--- src/rtl/wh_pkg.sv ---
package wh_pkg;
  typedef enum logic [1:0] {
    FK_IDLE = 2'd0,
    FK_HEAD = 2'd1,
    FK_BODY = 2'd2,
    FK_TAIL = 2'd3
  } fkind_e;

  // route bits consumed per hop
  localparam int HOP_W = 2;
endpackage

--- src/rtl/wh_arb.sv ---
module wh_arb #(
  parameter int N  = 3,
  parameter bit RR = 1'b1
) (
  input  logic         clk,
  input  logic         rst_n,
  input  logic [N-1:0] req,
  output logic [N-1:0] gnt
);
  localparam int IW = (N > 1) ? $clog2(N) : 1;

  logic [IW-1:0] ptr;
  logic [IW-1:0] base;
  logic [IW-1:0] win;
  logic          found;

  function automatic int rot(input int b, input int k);
    int r;
    r = b + k;
    if (r >= N) r = r - N;
    return r;
  endfunction

  if (RR) begin : g_rr
    assign base = ptr;
  end else begin : g_fix
    assign base = '0;
  end

  always_comb begin
    gnt   = '0;
    found = 1'b0;
    for (int k = 0; k < N; k++) begin
      if (!found && req[rot(int'(base), k)]) begin
        gnt[rot(int'(base), k)] = 1'b1;
        found = 1'b1;
      end
    end
  end

  always_comb begin
    win = '0;
    for (int i = 0; i < N; i++) begin
      if (gnt[i]) win = IW'(i);
    end
  end

  // search start moves only when a grant is made
  always_ff @(posedge clk or negedge rst_n) begin
    if (!rst_n) begin
      ptr <= '0;
    end else if (found) begin
      ptr <= (int'(win) == N - 1) ? '0 : win + IW'(1);
    end
  end
endmodule

--- src/rtl/wh_outq.sv ---
module wh_outq #(
  parameter int W     = 18,
  parameter int DEPTH = 4
) (
  input  logic         clk,
  input  logic         rst_n,
  input  logic         push,
  input  logic [W-1:0] wdata,
  input  logic         pop,
  output logic [W-1:0] rdata,
  output logic         empty,
  output logic         full
);
  localparam int PW = (DEPTH > 1) ? $clog2(DEPTH) : 1;
  localparam int CW = $clog2(DEPTH + 1);

  logic [W-1:0]  mem [DEPTH];
  logic [PW-1:0] wr_ptr;
  logic [PW-1:0] rd_ptr;
  logic [CW-1:0] count;

  function automatic logic [PW-1:0] bump(input logic [PW-1:0] p);
    return (int'(p) == DEPTH - 1) ? '0 : p + PW'(1);
  endfunction

  assign empty = (count == '0);
  assign full  = (count == CW'(DEPTH));
  assign rdata = mem[rd_ptr];

  always_ff @(posedge clk) begin
    if (push) mem[wr_ptr] <= wdata;
  end

  always_ff @(posedge clk or negedge rst_n) begin
    if (!rst_n) begin
      wr_ptr <= '0;
      rd_ptr <= '0;
      count  <= '0;
    end else begin
      if (push) wr_ptr <= bump(wr_ptr);
      if (pop)  rd_ptr <= bump(rd_ptr);
      count <= count + CW'(push) - CW'(pop);
    end
  end
endmodule

--- src/rtl/wh_switch.sv ---
module wh_switch
  import wh_pkg::*;
#(
  parameter int N_IN    = 3,
  parameter int N_OUT   = 4,
  parameter int DATA_W  = 16,
  parameter int ROUTE_W = 8,
  parameter int Q_DEPTH = 4,
  parameter bit ARB_RR  = 1'b1
) (
  input  logic                    clk,
  input  logic                    rst_n,
  input  logic [2*N_IN-1:0]       in_kind,
  input  logic [DATA_W*N_IN-1:0]  in_data,
  output logic [N_IN-1:0]         ack,
  output logic [N_IN-1:0]         nack,
  output logic [2*N_OUT-1:0]      out_kind,
  output logic [DATA_W*N_OUT-1:0] out_data,
  input  logic [N_OUT-1:0]        out_ready
);
  localparam int IW = (N_IN > 1) ? $clog2(N_IN) : 1;
  localparam int OW = (N_OUT > 1) ? $clog2(N_OUT) : 1;
  localparam int FW = 2 + DATA_W;

  // output port addressed by this hop
  function automatic logic [HOP_W-1:0] route_port(input logic [DATA_W-1:0] d);
    return d[HOP_W-1:0];
  endfunction

  // consume this hop's bits so the next switch sees its own port
  function automatic logic [DATA_W-1:0] route_shift(input logic [DATA_W-1:0] d);
    logic [DATA_W-1:0] r;
    r = d;
    r[ROUTE_W-1:0] = d[ROUTE_W-1:0] >> HOP_W;
    return r;
  endfunction

  // input stage registers
  logic [1:0]        st_kind [N_IN];
  logic [DATA_W-1:0] st_data [N_IN];

  // per-input path state
  logic [N_IN-1:0]   path_act;
  logic [OW-1:0]     path_port [N_IN];

  // per-output reservation
  logic [N_OUT-1:0]  lock_vld;
  logic [IW-1:0]     lock_own [N_OUT];
  logic [N_OUT-1:0]  lock_vld_nx;
  logic [IW-1:0]     lock_own_nx [N_OUT];

  // decode and decision events
  logic [N_IN-1:0]   is_head, is_flow, is_tail;
  logic [HOP_W-1:0]  hd_port [N_IN];
  logic [N_IN-1:0]   ev_acc, ev_drop, ev_tail_done, rel_in;

  // arbitration and queues
  logic [N_IN-1:0]   req [N_OUT];
  logic [N_IN-1:0]   gnt [N_OUT];
  logic [N_OUT-1:0]  q_push, q_pop, q_empty, q_full;
  logic [FW-1:0]     q_wdata [N_OUT];
  logic [FW-1:0]     q_rdata [N_OUT];

  // flat views for the checker
  logic [2*N_IN-1:0]     st_kind_f;
  logic [HOP_W*N_IN-1:0] hd_port_f;
  logic [IW*N_OUT-1:0]   lock_own_f;

  always_ff @(posedge clk or negedge rst_n) begin
    if (!rst_n) begin
      for (int i = 0; i < N_IN; i++) begin
        st_kind[i] <= 2'(FK_IDLE);
        st_data[i] <= '0;
      end
    end else begin
      for (int i = 0; i < N_IN; i++) begin
        st_kind[i] <= in_kind[2*i +: 2];
        st_data[i] <= in_data[DATA_W*i +: DATA_W];
      end
    end
  end

  always_comb begin
    for (int i = 0; i < N_IN; i++) begin
      is_head[i] = (st_kind[i] == 2'(FK_HEAD));
      is_tail[i] = (st_kind[i] == 2'(FK_TAIL));
      is_flow[i] = (st_kind[i] == 2'(FK_BODY)) || is_tail[i];
      hd_port[i] = route_port(st_data[i]);
    end
  end

  // a head may compete only for a free (or self-held) output with room
  always_comb begin
    for (int o = 0; o < N_OUT; o++) begin
      for (int i = 0; i < N_IN; i++) begin
        req[o][i] = is_head[i] && (int'(hd_port[i]) == o) && !q_full[o] &&
                    (!lock_vld[o] || (int'(lock_own[o]) == i));
      end
    end
  end

  always_comb begin
    for (int i = 0; i < N_IN; i++) begin
      ev_acc[i] = 1'b0;
      if (is_head[i]) begin
        for (int o = 0; o < N_OUT; o++) begin
          if (gnt[o][i]) ev_acc[i] = 1'b1;
        end
      end else if (is_flow[i]) begin
        ev_acc[i] = path_act[i] && !q_full[path_port[i]];
      end
      ev_drop[i]      = (st_kind[i] != 2'(FK_IDLE)) && !ev_acc[i];
      ev_tail_done[i] = is_tail[i] && ev_acc[i];
      rel_in[i]       = is_head[i] || (is_flow[i] && (ev_drop[i] || is_tail[i]));
    end
  end

  always_comb begin
    for (int o = 0; o < N_OUT; o++) begin
      q_push[o]  = 1'b0;
      q_wdata[o] = '0;
      for (int i = 0; i < N_IN; i++) begin
        if (gnt[o][i]) begin
          q_push[o]  = 1'b1;
          q_wdata[o] = {2'(FK_HEAD), route_shift(st_data[i])};
        end else if (is_flow[i] && ev_acc[i] && (int'(path_port[i]) == o)) begin
          q_push[o]  = 1'b1;
          q_wdata[o] = {st_kind[i], st_data[i]};
        end
      end
    end
  end

  always_comb begin
    for (int o = 0; o < N_OUT; o++) begin
      lock_vld_nx[o] = lock_vld[o];
      lock_own_nx[o] = lock_own[o];
      for (int i = 0; i < N_IN; i++) begin
        if (lock_vld[o] && (int'(lock_own[o]) == i) && rel_in[i]) lock_vld_nx[o] = 1'b0;
      end
      for (int i = 0; i < N_IN; i++) begin
        if (gnt[o][i]) begin
          lock_vld_nx[o] = 1'b1;
          lock_own_nx[o] = IW'(i);
        end
      end
    end
  end

  always_ff @(posedge clk or negedge rst_n) begin
    if (!rst_n) begin
      ack      <= '0;
      nack     <= '0;
      path_act <= '0;
      lock_vld <= '0;
      for (int i = 0; i < N_IN; i++) path_port[i] <= '0;
      for (int o = 0; o < N_OUT; o++) lock_own[o] <= '0;
    end else begin
      ack      <= ev_acc;
      nack     <= ev_drop;
      lock_vld <= lock_vld_nx;
      for (int o = 0; o < N_OUT; o++) lock_own[o] <= lock_own_nx[o];
      for (int i = 0; i < N_IN; i++) begin
        if (is_head[i]) begin
          path_act[i]  <= ev_acc[i];
          path_port[i] <= OW'(hd_port[i]);
        end else if (rel_in[i]) begin
          path_act[i] <= 1'b0;
        end
      end
    end
  end

  for (genvar o = 0; o < N_OUT; o++) begin : g_out
    wh_arb #(.N(N_IN), .RR(ARB_RR)) u_arb (
      .clk  (clk),
      .rst_n(rst_n),
      .req  (req[o]),
      .gnt  (gnt[o])
    );
    wh_outq #(.W(FW), .DEPTH(Q_DEPTH)) u_q (
      .clk  (clk),
      .rst_n(rst_n),
      .push (q_push[o]),
      .wdata(q_wdata[o]),
      .pop  (q_pop[o]),
      .rdata(q_rdata[o]),
      .empty(q_empty[o]),
      .full (q_full[o])
    );
    assign q_pop[o] = out_ready[o] && !q_empty[o];
    assign out_kind[2*o +: 2] = q_empty[o] ? 2'(FK_IDLE) : q_rdata[o][FW-1 -: 2];
    assign out_data[DATA_W*o +: DATA_W] = q_empty[o] ? '0 : q_rdata[o][DATA_W-1:0];
    assign lock_own_f[IW*o +: IW] = lock_own[o];
  end

  for (genvar i = 0; i < N_IN; i++) begin : g_flat
    assign st_kind_f[2*i +: 2]         = st_kind[i];
    assign hd_port_f[HOP_W*i +: HOP_W] = hd_port[i];
  end
endmodule

--- config.mk ---
export PLATFORM = sky130hd
export DESIGN_NAME = wh_switch
export DESIGN_NICKNAME = d
export VERILOG_FILES = /design/src/rtl/wh_pkg.sv /design/src/rtl/wh_arb.sv /design/src/rtl/wh_outq.sv /design/src/rtl/wh_switch.sv
export SDC_FILE = /design/constraint.sdc
export NUM_CORES = 1
export LEC_CHECK = 0
export BUFFER_PORTS_ARGS = -buffer_cell sky130_fd_sc_hd__buf_2
export CORE_MARGIN = 8
export CORE_UTILIZATION = 57
export DETAILED_ROUTE_END_ITERATION = 10
export PLACE_DENSITY = 0.76
export SLEW_MARGIN = 30
export SYNTH_ARGS = -nofsm -noshare
export SYNTH_HDL_FRONTEND = slang
export SYNTH_SLANG_ARGS = --single-unit
--- constraint.sdc ---
create_clock -name clk -period 11.8 [get_ports clk]
set_input_delay 0 -clock clk [delete_from_list [all_inputs] [get_ports clk]]
set_output_delay 0 -clock clk [all_outputs]
set_load 0.02 [all_outputs]
==> results by group <==
Die
  – Die width: 205.5 um
  – Die ar.: 42,230 um^2
  – Num rows: 69
  – Die H: 205.5 um
  – Boundary pin count: 138
  – Starting utilization of the core area: 57.69%
  – Total core area: 35,480 um^2

Pwr
  – Highest ir drop seen on vdd: 0.0002291 V
  – Net switching component of the power: 2.347 mW
  – Clock network fraction of total power: 21.8%
  – Reported leakage power: 8.793 nW
  – Post-layout power: 6.167 mW
  – Internal power: 3.820 mW
  – Comb pwr share: 40.8%
  – Sequential fraction of design power: 37.4%
  – Power per unit of standard cell area: 262.6 nW/um^2
  – Fraction of power spent switching nets: 38.06%

Setup path
  – Critical setup path kind: flip-flop to flip-flop
  – Setup crit start kind: flip-flop
  – Crit path DAT: 5.14 ns
  – Max FO, Critical Path: 13
  – Launching point of the worst reg2reg path: st_kind[0]
  – Reg2Reg Setup Slack: 7.12 ns
  – Worst setup path start: st_kind[0]
  – Reg2Reg Capture Point: g_out[0].u_q.count[2]
  – Worst path required time: 12.26 ns
  – Worst Reg2Reg Path Length in Cells: 11
  – Crit path capture: g_out[0].u_q.count[2]
  – Critical Path Sink Type: flip-flop

Routing
  – Pre-Repair DR Iteration Count: 6
  – Routed len/inst: 26.09 um
  – Antenna-violating nets left: 0
  – Number of vias after detailed routing: 14,704
  – Total DRC errors in the routed layout: 0
  – Routed WL: 57,550 um
  – Violation count after the first detailed-routing iteration: 1,772
  – Via density: 6.665

Clock tree
  – Quantity of gates resized following cts: 0
  – TritonCTS Buffers: 43
  – Buffer levels on the longest clock path: 3
  – Post-CTS Setup Repair Bufs: 0
  – CTS H-tree lvls: 2
  – TritonCTS clock tree: built
  – CTS Root Buffer Type: sky130_fd_sc_hd__clkbuf_16
  – Latest clock arrival within the worst-skew pair: 0.59 ns
  – Hold buffers post-CTS: 59
  – Clock transition at the register clock pins on the worst setup and hold paths after CTS: 0.06 ns
  – CTS Sinks: 405

Cells and area
  – Fillers: 2,436
  – Most frequent cells in the layout: sky130_fd_sc_hd__edfxtp_1, sky130_fd_sc_hd__buf_2, sky130_fd_sc_hd__dfrtp_1
  – Most frequent standard cell in the layout excluding fill and tap cells: sky130_fd_sc_hd__edfxtp_1
  – Final #Nets: 1,819
  – Antenna fix cells: 0
  – Syn-to-layout area delta: 14.74%
  – Fraction of final layout cells sized beyond drive strength 1: 21.60%

Place
  – Number of buffers added on ports: 137
  – Final HPWL from detailed placement: 38,060 um
  – Final weighted congestion of routability-driven global placement: 0.9754
  – DP Worst Slack: 7.286 ns

GRT
  – Number of antenna violations at the first check in global routing: 0
  – GRT overflow: 0
  – Pin count of the biggest net entering global routing: 67
  – Aggregate global-route resource usage: 27.19%
  – Vias in the first global route: 14,603
  – Global-route wire length before repair: 87,320 um

Synth
  – Synthesized area per cell: 13.17 um^2
  – Post-Syn Nets: 1,662
  – Prevailing post-synth register cell: sky130_fd_sc_hd__edfxtp_1
  – Number of register bits inferred by synthesis: 405
  – Cells after synthesis: 1,554
  – Biggest area consumer among synthesized cells: sky130_fd_sc_hd__edfxtp_1
  – Area share of the leading cell type in the synthesized netlist: 42.25%
  – Synth area leaders: sky130_fd_sc_hd__edfxtp_1, sky130_fd_sc_hd__dfrtp_1, sky130_fd_sc_hd__mux4_2
  – Post-synthesis sequential area ratio: 56.55%
  – Number of unique standard cell types used by synthesis: 109
  – Synthesized area: 20,470 um^2
  – Asr flop ratio synth: 28.89%
  – Yosys synthesis warning count: 0
  – Number of enable flip-flop cells after synthesis: 288

Timing
  – Final number of hold-violating endpoints: 0
  – Final cycle utilization of the critical path: 39.70%
  – RSZ-0062 raised after global routing: false
  – Worst slack on hold paths: 0.02699 ns
  – Setup slack of the critical path after layout: 7.115 ns
  – Slew of the pin with the lowest slew margin: 1.022 ns
  – Clock Skew: 0.02345 ns
  – Final period demand of the worst path: 4.685 ns
  – Max-slew violations: 0
  – Max-slew headroom at the worst pin: 31.74%
  – Setup TNS Final: 0 ns
  – Maximum operating frequency: 213.5 MHz
  – Final Setup Violations: 0

Flow run
  – Total of max-cap violations: 0

Hold path
  – Path class of the lowest-slack min-delay path: input pin to async pin

Outcome
  – Result of the run: finished clean
[metrics by stage]
step	instances	cell area, um^2	util [%]
floorplan	1554	20470	-
finish	2206	23490	66.19
CTS	2205	23460	66.10
global route	2206	23490	66.19
detailed placement	2067	21460	60.48
global placement	2067	21460	60.47
[final cells by class]
class / count / area, um^2 / share of cell area, %
flip-flops and latches: 405 / 11580 / 49.29
multi-input cells: 967 / 8185 / 34.85
repair buffers: 219 / 1464 / 6.233
clock buffers: 63 / 1222 / 5.205
well taps: 461 / 576.8 / 2.456
inverters: 75 / 281.5 / 1.199
clock inverters: 16 / 181.4 / 0.7724
[per-layer routing]
layer	GRT usage (%)	part of all wire (%)
met2	42.14	45
met1	36.04	39
met5	0	0
met3	6.848	11
met4	12.15	4.6
[worst max-delay path, cell delays in order (launching register included)]
cell,delay [ns]
sky130_fd_sc_hd__dfrtp_1,0.69
sky130_fd_sc_hd__or3b_4,0.51
sky130_fd_sc_hd__a2111oi_4,0.70
sky130_fd_sc_hd__o211ai_4,0.16
sky130_fd_sc_hd__a211oi_2,0.89
sky130_fd_sc_hd__nor3_4,0.14
sky130_fd_sc_hd__and4b_1,0.37
sky130_fd_sc_hd__ha_1,0.33
sky130_fd_sc_hd__inv_1,0.04
sky130_fd_sc_hd__ha_1,0.19
sky130_fd_sc_hd__fa_1,0.40
sky130_fd_sc_hd__xnor2_1,0.14
[cells by family after synthesis]
family                     count (synthesis)  synth area share, %
muxes                                    112                10.18
adders and majority gates                 52                3.276
and+or+nand+nor                          448                12.87
xor gates and xnor gates                   8               0.3423
DFF                                      405                56.55
buffers and inverters                    182                3.667
AOI/OAI and AO/OA                        347                13.12
[power groups by stage]
stage                     logic [mW]  clock network [mW]  registers (mW)
final                           2.51                1.34            2.31
after CTS                       2.52                1.36            2.30
after global routing            2.72                1.41            2.34
after detailed placement        2.48                   0            2.32
after floorplan                 1.82                   0            2.19
after global placement          2.42                   0            2.30
[cell usage after synthesis, drive strengths merged (6+ instances only)]
cell type,number
a2111oi,15
a211o,11
a211oi,12
a21o,9
a21oi,47
a221o,7
a221oi,11
a311o,9
a311oi,9
a31oi,45
and2,23
and3,7
buf,34
clkbuf,73
dfrtp,117
edfxtp,288
ha,44
inv,75
mux2,18
mux2i,20
mux4,74
nand2,76
nand2b,33
nand3,20
nand4,21
nand4b,8
nor2,63
nor2b,86
nor3,23
nor3b,9
nor4,10
o211ai,10
o21ai,42
o221ai,24
o22ai,21
o31a,7
o31ai,9
o41ai,8
or2,13
or3,12
or3b,8
or4,13
xnor2,6
[worst min path at each step]
stage                from  slack (ns)  cells after the start                     end
2_1_floorplan       rst_n       -0.30                      0                  ack[0]
3_3_place_gp        rst_n        0.10                      1  g_out[0].u_arb.base[0]
3_5_place_dp        rst_n        0.11                      1  g_out[0].u_arb.base[0]
4_1_cts             rst_n        0.04                      2  g_out[0].u_arb.base[0]
5_1_grt        in_data[5]        0.06                      2             st_data[37]
6_report            rst_n        0.03                      2  g_out[0].u_arb.base[0]
[flip-flops by register name, summed over array words and instances (netlist names)]
register	count
lock_own	8
ack	3
st_data	42
path_act	3
g_out.u_q.mem	288
g_out.u_arb.base	8
g_out.u_q.rd_ptr	8
hd_port	6
path_port	6
st_kind	6
g_out.u_q.wr_ptr	8
nack	3
lock_vld	4
g_out.u_q.count	12
Note: power is estimated with default switching activity, not from simulation.
